## config.mk

```make
export PLATFORM = sky130hd
export DESIGN_NAME = dwpk_pack_stage
export DESIGN_NICKNAME = d
export VERILOG_FILES = /design/src/rtl/dwpk_pkg.sv /design/src/rtl/dwpk_merge.sv /design/src/rtl/dwpk_fill.sv /design/src/rtl/dwpk_pack_stage.sv
export SDC_FILE = /design/constraint.sdc
export NUM_CORES = 1
export LEC_CHECK = 0
export BUFFER_PORTS_ARGS = -buffer_cell sky130_fd_sc_hd__buf_2
export CAP_MARGIN = 20
export CORE_MARGIN = 1
export CORE_UTILIZATION = 40
export CTS_CLUSTER_SIZE = 10
export DETAILED_ROUTE_END_ITERATION = 6
export GPL_ROUTABILITY_DRIVEN = 0
export GPL_TIMING_DRIVEN = 0
export PLACE_DENSITY = 0.69
export SYNTH_ARGS = -nofsm -noshare
export SYNTH_HDL_FRONTEND = slang
export SYNTH_SLANG_ARGS = --single-unit
```

## constraint.sdc

```tcl
create_clock -name clk -period 7.64 [get_ports clk]
set_input_delay 0.382 -clock clk [delete_from_list [all_inputs] [get_ports clk]]
set_output_delay 0.382 -clock clk [all_outputs]
set_load 0.03 [all_outputs]
```

## src/rtl/dwpk_pkg.sv

```systemverilog
package dwpk_pkg;
   localparam int unsigned DW_W   = 32;
   localparam int unsigned BEAT_W = 2 * DW_W + 2;

   // vld[1] qualifies hi (earlier dword), vld[0] qualifies lo
   typedef struct packed {
      logic [1:0]      vld;
      logic [DW_W-1:0] hi;
      logic [DW_W-1:0] lo;
   } beat_t;

   localparam logic [1:0] MASK_FULL = 2'b11;
   localparam logic [1:0] MASK_TAIL = 2'b10;
endpackage

```

## src/rtl/dwpk_merge.sv

```systemverilog
module dwpk_merge
   import dwpk_pkg::*;
(
   input  logic  clk,
   input  logic  rst_n,
   input  logic  in_wr,
   input  beat_t in_beat,
   input  logic  flush,
   output logic  out_wr,
   output beat_t out_beat
);
   logic            hold_vld_q, hold_vld_d;
   logic [DW_W-1:0] hold_q, hold_d;
   logic            emit;
   beat_t           emit_beat;
   logic [DW_W-1:0] first_dw, second_dw;
   logic            two_dw, one_dw;

   always_comb begin
      first_dw   = in_beat.vld[1] ? in_beat.hi : in_beat.lo;
      second_dw  = in_beat.lo;
      two_dw     = &in_beat.vld;
      one_dw     = ^in_beat.vld;
      emit       = 1'b0;
      emit_beat  = '0;
      hold_vld_d = hold_vld_q;
      hold_d     = hold_q;
      if (in_wr) begin
         if (hold_vld_q) begin
            if (two_dw || one_dw) begin
               emit       = 1'b1;
               emit_beat  = '{vld: MASK_FULL, hi: hold_q, lo: first_dw};
               hold_vld_d = two_dw;
               hold_d     = second_dw;
            end
         end else if (two_dw) begin
            emit      = 1'b1;
            emit_beat = '{vld: MASK_FULL, hi: first_dw, lo: second_dw};
         end else if (one_dw) begin
            hold_vld_d = 1'b1;
            hold_d     = first_dw;
         end
      end else if (flush && hold_vld_q) begin
         emit       = 1'b1;
         emit_beat  = '{vld: MASK_TAIL, hi: hold_q, lo: '0};
         hold_vld_d = 1'b0;
      end
   end

   always_ff @(posedge clk) begin
      if (!rst_n) begin
         hold_vld_q <= 1'b0;
         hold_q     <= '0;
         out_wr     <= 1'b0;
         out_beat   <= '0;
      end else begin
         hold_vld_q <= hold_vld_d;
         hold_q     <= hold_d;
         out_wr     <= emit;
         if (emit) out_beat <= emit_beat;
      end
   end

   // an emitted beat never carries an empty mask
   p_mask_nonzero_r8: assert property (@(posedge clk) disable iff (!rst_n)
      out_wr |-> (out_beat.vld != 2'b00));

   // a partial beat only follows a flush on a write-free cycle
   p_tail_after_flush_r6: assert property (@(posedge clk) disable iff (!rst_n)
      (out_wr && out_beat.vld == MASK_TAIL) |-> $past(flush && !in_wr));

   // an empty-mask write produces no beat
   p_zero_mask_silent_r5: assert property (@(posedge clk) disable iff (!rst_n)
      (in_wr && in_beat.vld == 2'b00) |=> !out_wr);

   // a two-dword write always completes a full beat
   p_full_in_full_out_r2: assert property (@(posedge clk) disable iff (!rst_n)
      (in_wr && in_beat.vld == MASK_FULL) |=> (out_wr && out_beat.vld == MASK_FULL));
endmodule

```

## src/rtl/dwpk_fill.sv

```systemverilog
module dwpk_fill #(
   parameter int unsigned DEPTH  = 512,
   parameter int unsigned THRESH = 500,
   parameter bit          PF_REG = 1'b0
) (
   input  logic clk,
   input  logic rst_n,
   input  logic push,
   input  logic pop,
   output logic prog_full
);
   localparam int unsigned CNT_W = $clog2(DEPTH + 1);

   logic [CNT_W-1:0] count_q;
   logic             pop_eff;
   logic             above;

   assign pop_eff = pop && (count_q != '0);
   assign above   = (count_q > CNT_W'(THRESH));

   always_ff @(posedge clk) begin
      if (!rst_n) count_q <= '0;
      else        count_q <= count_q + CNT_W'(push) - CNT_W'(pop_eff);
   end

   generate
      if (PF_REG) begin : g_pf_reg
         logic pf_q;
         always_ff @(posedge clk) begin
            if (!rst_n) pf_q <= 1'b0;
            else        pf_q <= above;
         end
         assign prog_full = pf_q;
         // flag rises only two edges after a push
         p_pf_rise_push_r9: assert property (@(posedge clk) disable iff (!rst_n)
            $rose(prog_full) |-> $past(push, 2));
      end else begin : g_pf_comb
         assign prog_full = above;
         // flag rises only on the edge after a push
         p_pf_rise_push_r9: assert property (@(posedge clk) disable iff (!rst_n)
            $rose(prog_full) |-> $past(push));
      end
   endgenerate

   // occupancy never exceeds the buffer depth
   p_no_overflow_r9: assert property (@(posedge clk) disable iff (!rst_n)
      count_q <= CNT_W'(DEPTH));
endmodule

```

## src/rtl/dwpk_pack_stage.sv

```systemverilog
module dwpk_pack_stage
   import dwpk_pkg::*;
#(
   parameter int unsigned DEPTH  = 512,
   parameter int unsigned THRESH = 500,
   parameter bit          PF_REG = 1'b0
) (
   input  logic              clk,
   input  logic              rst_n,
   input  logic              in_wr,
   input  logic [BEAT_W-1:0] in_beat,
   input  logic              flush,
   output logic              out_wr,
   output logic [BEAT_W-1:0] out_beat,
   input  logic              fifo_rd,
   output logic              prog_full
);
   generate
      if (THRESH >= DEPTH) begin : g_bad_thresh
         $error("THRESH must be below DEPTH");
      end
      if (DEPTH < 2) begin : g_bad_depth
         $error("DEPTH must be at least 2");
      end
   endgenerate

   beat_t in_s, out_s;
   assign in_s     = beat_t'(in_beat);
   assign out_beat = BEAT_W'(out_s);

   dwpk_merge u_merge (
      .clk      (clk),
      .rst_n    (rst_n),
      .in_wr    (in_wr),
      .in_beat  (in_s),
      .flush    (flush),
      .out_wr   (out_wr),
      .out_beat (out_s)
   );

   dwpk_fill #(
      .DEPTH  (DEPTH),
      .THRESH (THRESH),
      .PF_REG (PF_REG)
   ) u_fill (
      .clk       (clk),
      .rst_n     (rst_n),
      .push      (out_wr),
      .pop       (fifo_rd),
      .prog_full (prog_full)
   );
endmodule

```

---- After elaboration in Yosys (flattened, before gate mapping) ----
Index checks and enable logic that the tools add are counted.
storage, ports and cells
  word-level logic and storage cells ...... 42
  output and inout bits ................... 68
  bits in registers ....................... 110
  input bits .............................. 71
operators by class
  add/sub/neg operators ................... 2
  order comparisons ....................... 1
  reduce and logical (&&, ||, !) cells .... 9
  multiplexer cells ....................... 21
  eq/ne operators ......................... 2
operators with widths
  cell                   count
  $mux W66               5
  $mux W32               5
  $mux W1                11
  $add A10 B1 Y10        1
  $gt A10 B9 Y1 const B  1
  $reduce_bool A10 Y1    1
  $sub A10 B1 Y10        1
  $reduce_and A4 Y1      1
  $reduce_bool A2 Y1     2
  $logic_and A1 B1 Y1    2
  $ne A2 B1 Y1 const B   1
  $ne A2 B2 Y1 const B   1
  $reduce_and A2 Y1      1
  $reduce_xor A2 Y1      1
  $logic_or A1 B1 Y1     1

---- Depth between registers and ports, before layout ----
  depth in word-level cells ............... 5
  depth in mapped cells ................... 13
  gate-level depth less buffers ........... 13

---- Cells and area by module ----
Synthesis repeated with hierarchy kept, for this count alone.
second synthesis, totals
  cells, all modules ...................... 630
  area, all modules ....................... 5982.0 sq um
modules (own cells, without submodules)
  module      cells an instance  area an instance (sq um)  times used  seq. area each (sq um)
  dwpk_merge  539                5165.0                    1           2001.9
  dwpk_fill   91                 817.0                     1           200.2

---- Least setup slack after synthesis ----
Ideal clock, no wire load.
  kind .................................... reg-to-reg
  from .................................... register u_fill.count_q[2]
  to ...................................... register u_fill.count_q[8]
  stages on the path, launching flop included .. 14
  data arrival time ....................... 2.466 ns
  buffers on the path ..................... 0
  library setup time ...................... 0.128 ns
  clock period less this slack ............ 2.594 ns
  path slack .............................. 5.046 ns
  required time ........................... 7.512 ns
  cell sequence ........................... dfxtp_1 > inv_1 > ha_1 > nand4_1 > o31a_1 > ha_1 > inv_1 > ha_1 > fa_1 > a21oi_1 > nor4_1 > o31ai_1 > xor2_1 > nor2_1
between the ends
  word-level cells in the longest chain between the ends .. 3
  elaborated cells between the ends (all ways) .. 4
  classes of those cells .................. add/sub: 2; reduce/logical: 2
ends and longest elaborated chain
  element                                                                  line             text
  start, declared                                                          dwpk_fill.sv:14  logic [CNT_W-1:0] count_q;
  start signal, assigned                                                   dwpk_fill.sv:23  else count_q <= count_q + CNT_W'(push) - CNT_W'(pop_eff);
  parallel branches: the longest is 2 deep, another holds $add A10 B1 Y10  --
  $sub A10 B1 Y10 (*)                                                      dwpk_fill.sv:23
Every way passes the cells marked *.
A chain may end at the register's enable or synchronous reset.

---- Worst setup path in the final report ----
  from .................................... register u_fill.count_q[6]
  to ...................................... register u_fill.count_q[8]
Same word-level chain as after synthesis.

==> flow_summary_export.csv <==
group,metric,value,unit
synth,syn_inst,603,
route,ant_nets,0,
clocking,ctsHoldBuffers,0,
worst_setup_path,cp-end-kind,"flop",
grt,grt_usage,0.2301,
synth,ys.flop_type,"dfxtp_1",
timing,fin_crit,2852,ps
timing,period_share,0.3733,
run,drv_cap,0,
power,total_power,1745,uW
clocking,h-tree-depth,3,
synth,post-synth-top-count-cell,"nor2_1",
clocking,cts_tree,"yes",
route,vias,5026,
grt,grt-ovfl-total,0,
worst_setup_path,arrival,3090,ps
grt,global_route.peak_usage_layer,"met2",
clocking,clk-insertion-delay-late,360,ps
timing,fin_setup_tns,0,ps
worst_setup_path,r2r_end,"u_fill.count_q[8]$_SDFF_PN0_",
synth,syn-cell-area,5441,um2
grt,grt_pass1_wl,25250,um
worst_hold_path,hold_path_class,"primary input to flop",
worst_setup_path,path_class,"flop to flop",
synth,ys_seq_area_frac,0.4047,
grt,grt_max_degree,18,
synth,yosysWarnings,0,
synth,synth_edf_count,0,
worst_setup_path,worstSetupStartpoint,"u_fill.count_q[6]$_SDFF_PN0_",
floorplan,die_y,118.6,um
worst_setup_path,crit_chain,"inv_1, ha_1, nand4_1, o31a_1, ha_1, inv_1, ha_1, fa_1, a21oi_1, nor4_1, o31ai_1, xor2_1, nor2_1",
worst_setup_path,start_kind,"flop",
synth,synth_common_cells,"nor2_1 (123), dfxtp_1 (110), mux2i_1 (65), o21ai_0 (36), nand2_1 (35)",
layout,layout.nets,844,
floorplan,rows,42,
floorplan,dieArea,14070,um2
timing,rsz0062_at_grt,"false",
synth,syn-num-nets,695,
layout,finalInstanceArea,6704,um2
floorplan,coreArea,13240,um2
route,post_drt_via_cell_ratio,5.381,
timing,worst_pin_slew,673.1,ps
grt,antenna_found_initial,2,
timing,finalClockSkew,8.844,ps
worst_setup_path,ff2ff_path_depth,13,
route,drc,0,
layout,area_delta_synth_final,23.20,%
timing,fmax,0.3506,GHz
power,ir_worst_vdd,116.0,uV
synth,yosys.area.top_type,"dfxtp_1",
power,leakagePower,0.003039,uW
route,drt_iter0_markers,311,
power,power_density,260.4,nW/um2
synth,synth_cell_types,49,
clocking,ctsResizeCount,0,
floorplan,pin_count,139,
route,wl_per_cell,17.19,um
synth,synth_top_area_frac,0.4047,
place,dpl_cell_area,6352,um2
route,drt_wl_total,16050,um
worst_setup_path,slowest_delay,430,ps
worst_setup_path,cpMostUsedCell,"ha_1",
worst_setup_path,cp.required,7870,ps
worst_setup_path,r2r-start,"u_fill.count_q[6]$_SDFF_PN0_",
clocking,cts_buffer_depth,2,
worst_setup_path,rrSetupSlack,4790,ps
grt,grt_use_met1,0.2848,
synth,synthArstFlopShare,0,
worst_setup_path,cp-endpoint,"u_fill.count_q[8]$_SDFF_PN0_",
clocking,cts_buffers,9,
layout,drive_gt1_frac,0.2668,
timing,slew_violations,0,
timing,slew_headroom,0.5513,
floorplan,initial_core_util,0.4109,
grt,met2_usage,0.3838,
grt,grt_pass1_vias,4939,
synth,syn_avg_cell_area,9.024,um2
grt,grtUsageMet3,0.05792,
clocking,postCtsSetupBuffers,0,
timing,finalHoldViolations,0,
worst_setup_path,cp_max_fo,3,
synth,yosys-top-cells-area,"dfxtp_1 (40%), mux2i_1 (12%), nor2_1 (8.5%)",
worst_setup_path,critPathSlowestCell,"fa_1",
timing,setup_violations,0,
floorplan,die_w,118.6,um
clocking,cts.sinks,110,
route,dr.pass1.iters,5,
synth,ys_ff_latch,110,
place,dp_hpwl,11770,um
clocking,root_buffer,"clkbuf_16",
clocking,clkTransAtPathRegs,70,ps
place,io_buffers,138,
status,outcome,"finished, final reports clean",
logic make-up (layout without fill, tap and decap cells):
| family | after synthesis | count (layout) | synth area share |
|---|---|---|---|
| simple gates | 184 | 184 | 0.1451 |
| compound gates | 151 | 151 | 0.2118 |
| flops | 110 | 110 | 0.4047 |
| mux | 65 | 65 | 0.1196 |
| buf+inv | 65 | 219 | 0.05794 |
| fa+ha+maj | 21 | 21 | 0.04967 |
| xor+xnor | 7 | 7 | 0.01127 |
| other cells | 0 | 1 | 0 |
worst min-delay path by stage:
| stage | cells past startpoint | from | slack [ps] | endpoint |
|---|---|---|---|---|
| 3_5_place_dp | 2 | u_merge.out_beat[65]$_SDFFE_PN0P_ | 440 | u_merge.out_beat[65]$_SDFFE_PN0P_ |
| 6_report | 3 | in_beat[10] | 340 | u_merge.out_beat[10]$_SDFFE_PN0P_ |
| 4_1_cts | 3 | in_beat[13] | 330 | u_merge.out_beat[13]$_SDFFE_PN0P_ |
| 2_1_floorplan | 2 | u_merge.hold_q[0]$_SDFFE_PN0P_ | 470 | u_merge.out_beat[32]$_SDFFE_PN0P_ |
| 3_3_place_gp | 2 | u_merge.out_beat[20]$_SDFFE_PN0P_ | 430 | u_merge.out_beat[20]$_SDFFE_PN0P_ |
| 5_1_grt | 3 | in_beat[10] | 350 | u_merge.out_beat[10]$_SDFFE_PN0P_ |
per-stage QoR:
step | hold slack, ps | worst slack (ps) | instances | util
after floorplan | 472.8 | 5046 | 603 | -
after global placement | 434.7 | 4819 | 917 | 0.4797
after detailed placement | 440.5 | 4773 | 917 | 0.4797
after CTS | 334.8 | 4752 | 933 | 0.5060
after global routing | 353.8 | 4518 | 933 | 0.5060
final | 339.0 | 4788 | 934 | 0.5062
power breakdown:
part	switching (uW)	internal, uW
Sequential	33.8	629
Combinational	311	219
Clock	222	330
Total	567	1180
registers in the layout, indices dropped and copies added (netlist names):
register / flops
u_fill.count_q: 10
u_merge.hold_q: 32
u_merge.hold_vld_q: 1
u_merge.out_beat: 66
u_merge.out_wr: 1
layout by cell type, fill, tap and decap left out, drive strengths merged, types with 6 or more instances in the layout:
cell type / synthesis / final
dfxtp: 110 / 110
buf: 30 / 168
a22oi: 32 / 32
nand2: 37 / 37
clkbuf: 14 / 25
nor2: 125 / 125
ha: 20 / 20
a21oi: 6 / 6
mux2i: 65 / 65
a221oi: 34 / 34
o21ai: 37 / 37
inv: 21 / 21
a211oi: 34 / 34
layout make-up:
| class | count | area, um2 |
|---|---|---|
| timing repair buffer | 138 | 690.7 |
| clock inverter | 5 | 106.4 |
| sequential | 110 | 2202 |
| tap | 176 | 220.2 |
| fill | 1264 | 6539 |
| clock buffer | 11 | 242.7 |
| inverter | 21 | 78.83 |
| multi-input combinational | 428 | 2924 |
| buffer | 44 | 236.5 |
| antenna | 1 | 2.502 |
layer usage:
| metal | vias to the layer above | wire, um |
|---|---|---|
| li1 | 2452 | - |
| met1 | 2388 | 6958 |
| met2 | 158 | 7734 |
| met3 | 26 | 1033 |
| met4 | 2 | 314 |
| met5 | - | 13 |
worst max-delay path, delay by kind of cell (launching register included):
kind,cells,cell delay (ps)
adders and majority gates,4,1050
DFF,1,340
AOI/OAI and AO/OA,3,770
and+or+nand+nor,3,250
buffers and inverters,2,130
xor gates and xnor gates,1,180
No activity file was read; power rests on OpenSTA's default activity.
